$ cat config.mk
export PLATFORM = sky130hd
export DESIGN_NAME = tmr_src_gate
export DESIGN_NICKNAME = d
export VERILOG_FILES = /design/src/rtl/tsg_pkg.sv /design/src/rtl/tsg_ctrl_reg.sv /design/src/rtl/tsg_step_gate.sv /design/src/rtl/tsg_chan_cnt.sv /design/src/rtl/tmr_src_gate.sv
export SDC_FILE = /design/constraint.sdc
export NUM_CORES = 1
export LEC_CHECK = 0
export BUFFER_PORTS_ARGS = -buffer_cell sky130_fd_sc_hd__buf_2
export CORE_AREA = 2 2 75 77
export DETAILED_ROUTE_END_ITERATION = 8
export DIE_AREA = 0 0 77 79
export PLACE_DENSITY = 0.73
export SLEW_MARGIN = 40
export SYNTH_ARGS = -nofsm -noshare
export SYNTH_HDL_FRONTEND = slang
export SYNTH_SLANG_ARGS = --single-unit
export TNS_END_PERCENT = 30
$ cat constraint.sdc
create_clock -name clk -period 2.64 [get_ports clk]
set_input_delay 0.528 -clock clk [delete_from_list [all_inputs] [get_ports clk]]
set_output_delay 0.528 -clock clk [all_outputs]
set_load 0.05 [all_outputs]
$ cat src/rtl/tsg_pkg.sv
package tsg_pkg;
  localparam int NUM_CH = 2;
  localparam int CH_PIT = 0;
  localparam int CH_WDG = 1;
  localparam int CTRL_W = 2 * NUM_CH;

  typedef struct packed {
    logic [NUM_CH-1:0] pstop_en;
    logic [NUM_CH-1:0] src;
  } ctrl_t;
endpackage

$ cat src/rtl/tsg_ctrl_reg.sv
module tsg_ctrl_reg
  import tsg_pkg::*;
(
  input  logic              clk,
  input  logic              rst,
  input  logic              wr_en,
  input  ctrl_t             wr_data,
  input  logic              osc_ready,
  output ctrl_t             ctrl_q,
  output logic [NUM_CH-1:0] restart_q
);
  ctrl_t ctrl_nxt;

  always_comb begin
    ctrl_nxt = ctrl_q;
    if (wr_en) ctrl_nxt = wr_data;
    // source bits survive only while the oscillator is ready
    ctrl_nxt.src = ctrl_nxt.src & {NUM_CH{osc_ready}};
  end

  always_ff @(posedge clk) begin
    if (rst) begin
      ctrl_q    <= '0;
      restart_q <= '0;
    end else begin
      ctrl_q    <= ctrl_nxt;
      restart_q <= ctrl_nxt.src ^ ctrl_q.src;
    end
  end

  AST_SRC_NEEDS_OSC: assert property (@(posedge clk) disable iff (rst)
    (|ctrl_q.src) |-> $past(osc_ready));
  AST_LOSS_CLEARS_SRC: assert property (@(posedge clk) disable iff (rst)
    (!$past(rst) && !$past(osc_ready)) |-> (ctrl_q.src == '0));
  AST_RESTART_ON_CHANGE: assert property (@(posedge clk) disable iff (rst)
    (!$past(rst) && (ctrl_q.src != $past(ctrl_q.src))) |-> (restart_q != '0));
endmodule

$ cat src/rtl/tsg_step_gate.sv
module tsg_step_gate (
  input  logic irc_tick,
  input  logic osc_tick,
  input  logic src,
  input  logic pstop_en,
  input  logic stop_mode,
  input  logic pstop_mode,
  output logic step
);
  logic tick_sel;
  logic awake;
  logic keep_alive;

  always_comb begin
    tick_sel   = src ? osc_tick : irc_tick;
    awake      = !stop_mode;
    keep_alive = stop_mode && pstop_mode && pstop_en && src;
    step       = tick_sel && (awake || keep_alive);
  end

  always_comb begin
    if (stop_mode && !pstop_mode)
      AST_FULL_STOP_HALTS: assert (!step);
    if (stop_mode && (!pstop_en || !src))
      AST_PSTOP_NEEDS_OSC: assert (!step);
  end
endmodule

$ cat src/rtl/tsg_chan_cnt.sv
module tsg_chan_cnt #(
  parameter int CNT_W = 16
) (
  input  logic             clk,
  input  logic             rst,
  input  logic             step,
  input  logic             restart,
  input  logic [CNT_W-1:0] reload,
  output logic             timeout
);
  logic [CNT_W-1:0] cnt_q;
  logic             timeout_q;

  always_ff @(posedge clk) begin
    if (rst) begin
      cnt_q     <= '0;
      timeout_q <= 1'b0;
    end else if (restart) begin
      cnt_q     <= reload;
      timeout_q <= 1'b0;
    end else if (step) begin
      if (cnt_q == '0) begin
        cnt_q     <= reload;
        timeout_q <= 1'b1;
      end else begin
        cnt_q     <= cnt_q - 1'b1;
        timeout_q <= 1'b0;
      end
    end else begin
      timeout_q <= 1'b0;
    end
  end

  assign timeout = timeout_q;

  AST_RELOAD_ON_RESTART: assert property (@(posedge clk) disable iff (rst)
    (!$past(rst) && $past(restart)) |-> (cnt_q == $past(reload) && !timeout_q));
  AST_HOLD_WHEN_IDLE: assert property (@(posedge clk) disable iff (rst)
    (!$past(rst) && !$past(restart) && !$past(step)) |-> ($stable(cnt_q) && !timeout_q));
  AST_PULSE_AT_ZERO: assert property (@(posedge clk) disable iff (rst)
    timeout_q |-> ($past(step) && $past(cnt_q) == '0));
endmodule

$ cat src/rtl/tmr_src_gate.sv
module tmr_src_gate
  import tsg_pkg::*;
#(
  parameter int CNT_W = 16
) (
  input  logic              clk,
  input  logic              rst,
  input  logic              wr_en,
  input  logic [CTRL_W-1:0] wr_data,
  input  logic              osc_ready,
  input  logic              irc_tick,
  input  logic              osc_tick,
  input  logic              stop_mode,
  input  logic              pstop_mode,
  input  logic [CNT_W-1:0]  pit_reload,
  input  logic [CNT_W-1:0]  wdg_reload,
  output logic [CTRL_W-1:0] ctrl_rd,
  output logic              pit_timeout,
  output logic              wdg_timeout
);
  ctrl_t             ctrl_q;
  logic [NUM_CH-1:0] restart;
  logic [NUM_CH-1:0] step;
  logic [NUM_CH-1:0] timeout_vec;
  logic [CNT_W-1:0]  reload_arr [NUM_CH];

  assign reload_arr[CH_PIT] = pit_reload;
  assign reload_arr[CH_WDG] = wdg_reload;

  tsg_ctrl_reg u_ctrl (
    .clk       (clk),
    .rst       (rst),
    .wr_en     (wr_en),
    .wr_data   (ctrl_t'(wr_data)),
    .osc_ready (osc_ready),
    .ctrl_q    (ctrl_q),
    .restart_q (restart)
  );

  for (genvar c = 0; c < NUM_CH; c++) begin : g_ch
    tsg_step_gate u_gate (
      .irc_tick   (irc_tick),
      .osc_tick   (osc_tick),
      .src        (ctrl_q.src[c]),
      .pstop_en   (ctrl_q.pstop_en[c]),
      .stop_mode  (stop_mode),
      .pstop_mode (pstop_mode),
      .step       (step[c])
    );

    tsg_chan_cnt #(.CNT_W(CNT_W)) u_cnt (
      .clk     (clk),
      .rst     (rst),
      .step    (step[c]),
      .restart (restart[c]),
      .reload  (reload_arr[c]),
      .timeout (timeout_vec[c])
    );
  end

  assign ctrl_rd     = ctrl_q;
  assign pit_timeout = timeout_vec[CH_PIT];
  assign wdg_timeout = timeout_vec[CH_WDG];
endmodule

==> results of run 1 <==
-- per-stage QoR --
| stage | hold slack [ps] | total power, mW | setup WS, ps |
|---|---|---|---|
| final | 474 | 2.80 | 228 |
| after global routing | 499 | 3.03 | 93.1 |
| after CTS | 470 | 2.79 | 233 |
| after detailed placement | 488 | 2.35 | 260 |
| after global placement | 476 | 2.33 | 322 |
| after floorplan | 458 | 2.03 | 403 |
-- where the power goes --
part	switching, mW	total [mW]	internal [mW]
Combinational	0.904	1.50	0.594
Sequential	0.141	0.875	0.733
Clock	0.221	0.429	0.209
-- metal layers --
metal	GRT usage	up-vias	part of all wire	wire, um
met5	0	-	0	0
met4	0.0482	0	0.0069	47
met3	0.0511	5	0.072	485
met2	0.350	90	0.44	3010
met1	0.330	1234	0.48	3230
li1	-	1344	-	-
-- worst max-delay path, stage by stage (launching register included) --
cell,delay [ps]
dfxtp_1,360
or4_1,680
or4_4,670
o21ai_4,280
nand2_1,100
a311oi_2,230
-- synthesized netlist by cell type (5+ instances only) --
master / count
nor3_1: 19
nand4_1: 7
or4_1: 5
nor2_1: 35
a211oi_1: 6
nand3_1: 14
o32ai_1: 5
mux2i_1: 14
o21ai_0: 11
dfxtp_1: 40
inv_1: 21
nor4_1: 11
nand2_1: 20
clkbuf_1: 16
a31oi_1: 10
a21oi_1: 19
and3_1: 5
-- path summary, 6_finish.rpt --
path / startpoint / slack [ps] / end / cells past startpoint
worst min-delay path: wr_data[2] / 470 / u_ctrl.ctrl_q[2]$_SDFFE_PP0P_ / 3
worst max-delay path: g_ch[0].u_cnt.cnt_q[6]$_SDFFE_PP0P_ / 230 / g_ch[0].u_cnt.cnt_q[9]$_SDFFE_PP0P_ / 5
worst min register to register: g_ch[0].u_cnt.cnt_q[5]$_SDFFE_PP0P_ / 500 / g_ch[0].u_cnt.cnt_q[5]$_SDFFE_PP0P_ / 2
worst max register to register: g_ch[0].u_cnt.cnt_q[6]$_SDFFE_PP0P_ / 230 / g_ch[0].u_cnt.cnt_q[9]$_SDFFE_PP0P_ / 5
-- flip-flops by register name (all words and copies together), names as in the netlist --
register            cells
g_ch.u_cnt.cnt_q       32
u_ctrl.ctrl_q           4
g_ch.u_cnt.timeout      2
u_ctrl.restart_q        2
-- final cells by class --
type | count | area [um2] | area share
inverters | 21 | 78.8 | 0.0263
multi-input cells | 248 | 1600 | 0.534
repair buffers | 59 | 333 | 0.111
flip-flops and latches | 40 | 801 | 0.268
clock inverters | 2 | 10.0 | 0.00335
clock buffers | 6 | 82.6 | 0.0276
well taps | 72 | 90.1 | 0.0301
-- logic make-up (layout without fill, tap and decap cells) --
family | Yosys count | after routing | synth area share
AOI/OAI and AO/OA | 90 | 90 | 0.252
xor gates and xnor gates | 1 | 1 | 0.00338
adders and majority gates | 4 | 4 | 0.0193
buffers and inverters | 46 | 88 | 0.0764
DFF | 40 | 40 | 0.309
muxes | 14 | 14 | 0.0541
and+or+nand+nor | 139 | 139 | 0.286
==> flow_summary.yaml, run 1 <==
status:
  status: "complete, no violations"
timing:
  rsz0062_at_grt: "false"
  relSlewSlack: 0.489
  finClkSkew_ps: 5.52
  hold_violations: 0
  fmax_mhz: 415
  maxSlewViolCount: 0
  layout_min_cycle_time_ps: 2410
  worstMarginPinSlew_ps: 764
  setup-tns-final_ps: 0
  setup_violations: 0
  fin_crit_sh: 0.914
min_path:
  hold_path.class: "in2reg"
cts:
  cts_tree: "done"
  htreeDepth: 2
  ctsHoldBuffers: 0
  path_clk_slew_ps: 80
  cts-root-buf: "clkbuf_8"
  cts_setup_buffers: 0
  clk_path_buf_depth: 2
  clkSinkCount: 40
  cts_buffers: 5
  insertion_delay_ps: 290
  ctsResizeCount: 0
global_route:
  grt_pass1_wl_um: 11500
  track_usage: 0.228
  grt_pass1_vias: 2447
  grt_max_degree: 35
  gr-total-overflow: 0
  antenna_found_initial: 0
drt:
  wl_um: 6770
  drtPass1Iterations: 4
  drt_iter0_markers: 286
  drt.antenna.violating_nets: 0
  vias: 2673
  drcViolationCount: 0
  vias_per_cell: 5.97
  wl_per_cell_um: 15.1
power_and_ir_drop:
  power.density_mw_per_mm2: 937
  ir_drop_mv: 0.364
  leakage_nw: 1.21
die:
  dieHeight_um: 79
  io_pins: 50
  die_w_um: 77
  row_count: 27
  dieArea_mm2: 0.00608
  initial_utilization: 0.485
  coreArea_mm2: 0.00534
setup_path:
  worstSetupStartpointType: "flip-flop"
  crit_required_ps: 2840
  path_class: "reg2reg"
  endpoint_kind: "flip-flop"
  path_max_fanout: 7
  arrival_ps: 2610
logic_synthesis:
  syn-num-nets: 382
  synth_cells: 334
  synth_area_leaders: "dfxtp_1 (31%), mux2i_1 (5.4%), nor2_1 (5.1%)"
  synth_warnings: 0
  synthesis.area_mm2: 0.00259
  synth_top_area_cell: "dfxtp_1"
  synth_ff_type: "dfxtp_1"
  synth.avg_cell_area_um2: 7.75
  ys_ff_latch: 40
  synth_top_area_frac: 0.309
  synth_edf_count: 0
  ys_types: 58
  ys_seq_area_frac: 0.309
  synth-async-reset-ratio: 0
place:
  port_buffers: 49
  placed_cell_area_mm2: 0.00290
  place_congestion: 0.947
  place_inst: 440
  hpwl_um: 4950
finish:
  layout-drive-gt1-share: 0.205
  finalCoreUtilization: 0.560
  fill_cells: 517
  antenna_cells: 0
  instances_no_fill: 448
  final_nets: 423
  final_common_cell: "buf_2"
  stdcell_area_mm2: 0.00299
  syn2layout_area_growth_pct: 15.6
  final_cell_mix: "buf_2 (49), dfxtp_1 (40), nor2_1 (35)"
run:
  cap_violations: 0
No activity file was read; power rests on OpenSTA's default activity.
==> run 2: changes to the inputs <==
--- a/config.mk
+++ b/config.mk
@@ -5,11 +5,11 @@
 export SDC_FILE = /design/constraint.sdc
 export NUM_CORES = 1
 export LEC_CHECK = 0
-export BUFFER_PORTS_ARGS = -buffer_cell sky130_fd_sc_hd__buf_2
-export CORE_AREA = 2 2 75 77
+export CORE_AREA = 4 4 77 79
 export DETAILED_ROUTE_END_ITERATION = 8
-export DIE_AREA = 0 0 77 79
-export PLACE_DENSITY = 0.73
+export DIE_AREA = 0 0 81 83
+export DONT_BUFFER_PORTS = 1
+export PLACE_DENSITY = 0.65
 export SLEW_MARGIN = 40
 export SYNTH_ARGS = -nofsm -noshare
 export SYNTH_HDL_FRONTEND = slang
==> flow_summary.yaml, run 2 (synthesis gave the netlist of run 1 again) <==
power_and_ir_drop:
  p_int_mw: 1.50
  power.density_mw_per_mm2: 1010
  p_switching_mw: 1.27
  leakage_nw: 1.01
  swShare: 0.459
  power_frac_clock: 0.151
  combPwrFrac: 0.531
  ir_drop_mv: 0.406
  pwr-share-seq: 0.318
cts:
  cts_tree: "done"
  insertion_delay_ps: 300
  cts-root-buf: "clkbuf_8"
  clk_path_buf_depth: 2
  path_clk_slew_ps: 90
  ctsHoldBuffers: 0
  htreeDepth: 2
  cts_setup_buffers: 0
  clkSinkCount: 40
  ctsResizeCount: 0
  cts_buffers: 5
finish:
  layout-drive-gt1-share: 0.0939
  final_nets: 377
  top_regs: "g_ch.u_cnt.cnt_q (32), u_ctrl.ctrl_q (4)"
  final_common_cell: "dfxtp_1"
  final_cell_mix: "dfxtp_1 (40), nor2_1 (35), inv_1 (21)"
  fill_cells: 552
  regMostFlops: "g_ch.u_cnt.cnt_q"
  largest_reg_flops: 32
  finalCoreUtilization: 0.515
  syn2layout_area_growth_pct: 6.28
  antenna_cells: 0
global_route:
  gr-total-overflow: 0
  antenna_found_initial: 0
  grt_util_met3: 0.0542
  grt_pass1_wl_um: 11500
  track_usage: 0.212
  grt_pass1_vias: 2389
  busiest_layer: "met1"
  grt_max_degree: 45
  met2_usage: 0.299
  met1_usage: 0.312
min_path:
  hold_path.class: "in2reg"
  holdPathEnd: "u_ctrl.restart_q[1]$_SDFF_PP0_"
  hp-start: "rst"
  whs_path_depth: 1
drt:
  drt_iter0_markers: 260
  drcViolationCount: 0
  vias: 2581
  wl_per_cell_um: 17.2
  drtPass1Iterations: 4
  drt.antenna.violating_nets: 0
  vias_per_cell: 6.42
  wl_um: 6900
timing:
  worstMarginPinSlew_ps: 907
  maxSlewViolCount: 0
  finClkSkew_ps: 16.7
  relSlewSlack: 0.393
  fin_crit_sh: 0.887
  hold_violations: 0
  layout_min_cycle_time_ps: 2340
  rsz0062_at_grt: "false"
  setup-tns-final_ps: 0
  fmax_mhz: 427
  setup_violations: 0
setup_path:
  worst-path-buf-inv: 1
  arrival_ps: 2560
  crit_required_ps: 2860
  max_stage_delay_ps: 520
  path_max_fanout: 7
  r2r-end: "g_ch[0].u_cnt.cnt_q[9]$_SDFFE_PP0P_"
  r2r_start: "g_ch[0].u_cnt.cnt_q[0]$_SDFFE_PP0P_"
  crit_path_start: "g_ch[0].u_cnt.cnt_q[0]$_SDFFE_PP0P_"
  cpLargestDelayFamily: "simple AND/OR/NAND/NOR gates"
  timing.reg2reg.setup_slack_ps: 300
  worstSetupStartpointType: "flip-flop"
  path_class: "reg2reg"
  reg2reg_depth: 7
  path_cells: "inv_1, ha_1, or3b_2, or4_4, o21ai_4, nand2_1, a311oi_2"
  endpoint_kind: "flip-flop"
  critical_path.slowest_cell: "or4_4"
place:
  hpwl_um: 5010
  place_congestion: 0.864
  port_buffers: 0
die:
  dieArea_mm2: 0.00672
  initial_utilization: 0.485
  dieHeight_um: 83
  io_pins: 50
  row_count: 27
  coreArea_mm2: 0.00534
  die_w_um: 81
status:
  status: "complete, no violations"
run:
  cap_violations: 0
[run 2: cell types whose count changed in the layout (fill, tap and decap cells not counted), sizes merged]
cell and delta:
buf -46, clkbuf -1, clkinv +1
[run 2: worst reg2reg max path: stages, from the launching register on]
cell and delay (ps):
dfxtp_1 360, inv_1 120, ha_1 150, or3b_2 490, or4_4 520, o21ai_4 280
nand2_1 100, a311oi_2 230
[run 2: metrics by stage]
step / hold WS (ps) / instance area, um2 / std cells / total power, mW / worst slack [ps]
after floorplan: 458 / 2590 / 334 / 2.03 / 403
after global placement: 473 / 2660 / 394 / 2.31 / 394
after detailed placement: 478 / 2660 / 394 / 2.33 / 341
after CTS: 283 / 2750 / 402 / 2.75 / 308
after global routing: 274 / 2750 / 402 / 2.99 / 156
final: 296 / 2750 / 402 / 2.77 / 299
[run 2: final cells by class]
| cell class | count | area [um2] | share of cell area |
|---|---|---|---|
| clock buffers | 5 | 68.8 | 0.0250 |
| well taps | 72 | 90.1 | 0.0327 |
| clock inverters | 3 | 18.8 | 0.00682 |
| repair buffers | 13 | 97.6 | 0.0355 |
| inverters | 21 | 78.8 | 0.0286 |
| multi-input cells | 248 | 1600 | 0.580 |
| flip-flops and latches | 40 | 801 | 0.291 |
[run 2: worst max path at each step]
stage / endpoint / slack (ps) / cells past startpoint
after global placement: g_ch[0].u_cnt.cnt_q[15]$_SDFFE_PP0P_ / 390 / 6
after detailed placement: g_ch[0].u_cnt.cnt_q[9]$_SDFFE_PP0P_ / 340 / 7
final: g_ch[0].u_cnt.cnt_q[9]$_SDFFE_PP0P_ / 300 / 7
after CTS: g_ch[0].u_cnt.cnt_q[9]$_SDFFE_PP0P_ / 310 / 7
after floorplan: g_ch[0].u_cnt.cnt_q[9]$_SDFFE_PP0P_ / 400 / 7
after global routing: g_ch[0].u_cnt.cnt_q[9]$_SDFFE_PP0P_ / 160 / 7
[run 2: layer usage]
layer | vias up | routed length [um]
li1 | 1246 | -
met1 | 1218 | 3210
met2 | 110 | 3010
met3 | 7 | 605
met5 | - | 0
met4 | 0 | 80
[run 2: power by group through the flow]
stage	clock network (mW)	registers, mW	logic (mW)
floorplan	0	0.848	1.18
global placement	0	0.889	1.42
detailed placement	0	0.891	1.44
CTS	0.426	0.877	1.45
global route	0.457	0.909	1.62
finish	0.417	0.881	1.47
==> run 3: changes to the inputs <==
--- a/config.mk
+++ b/config.mk
@@ -5,11 +5,11 @@
 export SDC_FILE = /design/constraint.sdc
 export NUM_CORES = 1
 export LEC_CHECK = 0
-export CORE_AREA = 4 4 77 79
+export CORE_AREA = 4 4 86 88
 export DETAILED_ROUTE_END_ITERATION = 8
-export DIE_AREA = 0 0 81 83
+export DIE_AREA = 0 0 90 92
 export DONT_BUFFER_PORTS = 1
-export PLACE_DENSITY = 0.65
+export PLACE_DENSITY = 0.54
 export SLEW_MARGIN = 40
 export SYNTH_ARGS = -nofsm -noshare
 export SYNTH_HDL_FRONTEND = slang
==> flow_summary.yaml, run 3 (synthesis gave the netlist of run 1 again) <==
finish:
  largest_reg_flops: 32
  regMostFlops: "g_ch.u_cnt.cnt_q"
  final_common_cell: "dfxtp_1"
  final_cell_mix: "dfxtp_1 (40), nor2_1 (35), inv_1 (21)"
  final_nets: 378
  finalCoreUtilization: 0.418
  syn2layout_area_growth_pct: 7.15
  fill_cells: 666
  top_regs: "g_ch.u_cnt.cnt_q (32), u_ctrl.ctrl_q (4)"
  layout-drive-gt1-share: 0.0967
  antenna_cells: 0
timing:
  setup_violations: 0
  fmax_mhz: 424
  worstMarginPinSlew_ps: 783
  fin_crit_sh: 0.894
  layout_min_cycle_time_ps: 2360
  setup-tns-final_ps: 0
  maxSlewViolCount: 0
  finClkSkew_ps: 12.3
  rsz0062_at_grt: "false"
  layout_setup_ws_ps: 279
  hold_violations: 0
  hold_ws_ps: 298
  relSlewSlack: 0.476
die:
  die_w_um: 90
  dieArea_mm2: 0.00828
  initial_utilization: 0.390
  row_count: 30
  dieHeight_um: 92
  io_pins: 50
  coreArea_mm2: 0.00664
global_route:
  grt_pass1_vias: 2415
  grt_max_degree: 45
  track_usage: 0.182
  gr-total-overflow: 0
  antenna_found_initial: 0
  grt_pass1_wl_um: 12400
cts:
  cts_tree: "done"
  cts_buffers: 5
  ctsResizeCount: 0
  cts_setup_buffers: 0
  clkSinkCount: 40
  cts-root-buf: "clkbuf_8"
  path_clk_slew_ps: 90
  htreeDepth: 2
  ctsHoldBuffers: 0
  insertion_delay_ps: 300
  clk_path_buf_depth: 2
power_and_ir_drop:
  p_switching_mw: 1.28
  power.density_mw_per_mm2: 1010
  combPwrFrac: 0.531
  ir_drop_mv: 0.304
  p_int_mw: 1.53
  swShare: 0.455
  p_total_mw: 2.82
  pwr-share-seq: 0.314
  leakage_nw: 1.02
  power_frac_clock: 0.156
drt:
  drcViolationCount: 0
  routed.top_layer: "met4"
  routed-wl-met3_um: 427
  wl_met1_um: 3700
  drt_iter0_markers: 177
  wl_um: 7530
  vias_per_cell: 6.18
  drtPass1Iterations: 4
  wl_per_cell_um: 18.3
  drt.antenna.violating_nets: 0
  vias: 2539
  wl_met2_um: 3340
setup_path:
  path_class: "reg2reg"
  endpoint_kind: "flip-flop"
  path_max_fanout: 7
  reg2reg_depth: 7
  worstSetupStartpointType: "flip-flop"
  crit_required_ps: 2860
  arrival_ps: 2580
place:
  dp_worst_setup_slack_ps: 300
  hpwl_um: 5430
  port_buffers: 0
  place_congestion: 0.818
run:
  cap_violations: 0
status:
  status: "complete, no violations"
min_path:
  whs_path_depth: 1
  hold_path.class: "in2reg"
## run 3: critical path, cell delays in order, from the launching register on
cell	delay [ps]
dfxtp_1	360
inv_1	110
ha_1	150
or3b_2	490
or4_4	530
o21ai_4	290
nand2_1	110
a311oi_2	240
## run 3: cell type report
type | count | area (um2) | share of cell area
multi-input combinational | 248 | 1600 | 0.576
sequential | 40 | 801 | 0.289
timing repair buffer | 14 | 105 | 0.0379
tap | 80 | 100 | 0.0361
clock buffer | 6 | 82.6 | 0.0298
inverter | 21 | 78.8 | 0.0284
clock inverter | 2 | 10.0 | 0.00361
## run 3: routing by layer
metal | GRT usage | vias to the layer above
li1 | - | 1247
met2 | 0.270 | 73
met5 | 0 | -
met3 | 0.0451 | 6
met1 | 0.264 | 1213
met4 | 0.0459 | 0
## run 3: power by group through the flow
stage | Sequential, mW | Combinational (mW) | Clock [mW]
floorplan | 0.848 | 1.18 | 0
global placement | 0.890 | 1.46 | 0
detailed placement | 0.893 | 1.47 | 0
CTS | 0.879 | 1.48 | 0.448
global route | 0.901 | 1.66 | 0.482
finish | 0.883 | 1.49 | 0.439
## run 3: final timing paths
check                                      start                                   end  slack [ps]
max          g_ch[0].u_cnt.cnt_q[0]$_SDFFE_PP0P_   g_ch[0].u_cnt.cnt_q[9]$_SDFFE_PP0P_         280
min                                          rst  g_ch[1].u_cnt.cnt_q[11]$_SDFFE_PP0P_         300
max reg2reg  g_ch[0].u_cnt.cnt_q[0]$_SDFFE_PP0P_   g_ch[0].u_cnt.cnt_q[9]$_SDFFE_PP0P_         280
min reg2reg  g_ch[0].u_cnt.cnt_q[8]$_SDFFE_PP0P_   g_ch[0].u_cnt.cnt_q[8]$_SDFFE_PP0P_         510
## run 3: stage by stage
step | instances | area (um2)
3_5_place_dp | 403 | 2680
5_1_grt | 411 | 2770
6_report | 411 | 2770
2_1_floorplan | 334 | 2590
3_3_place_gp | 403 | 2680
4_1_cts | 411 | 2770
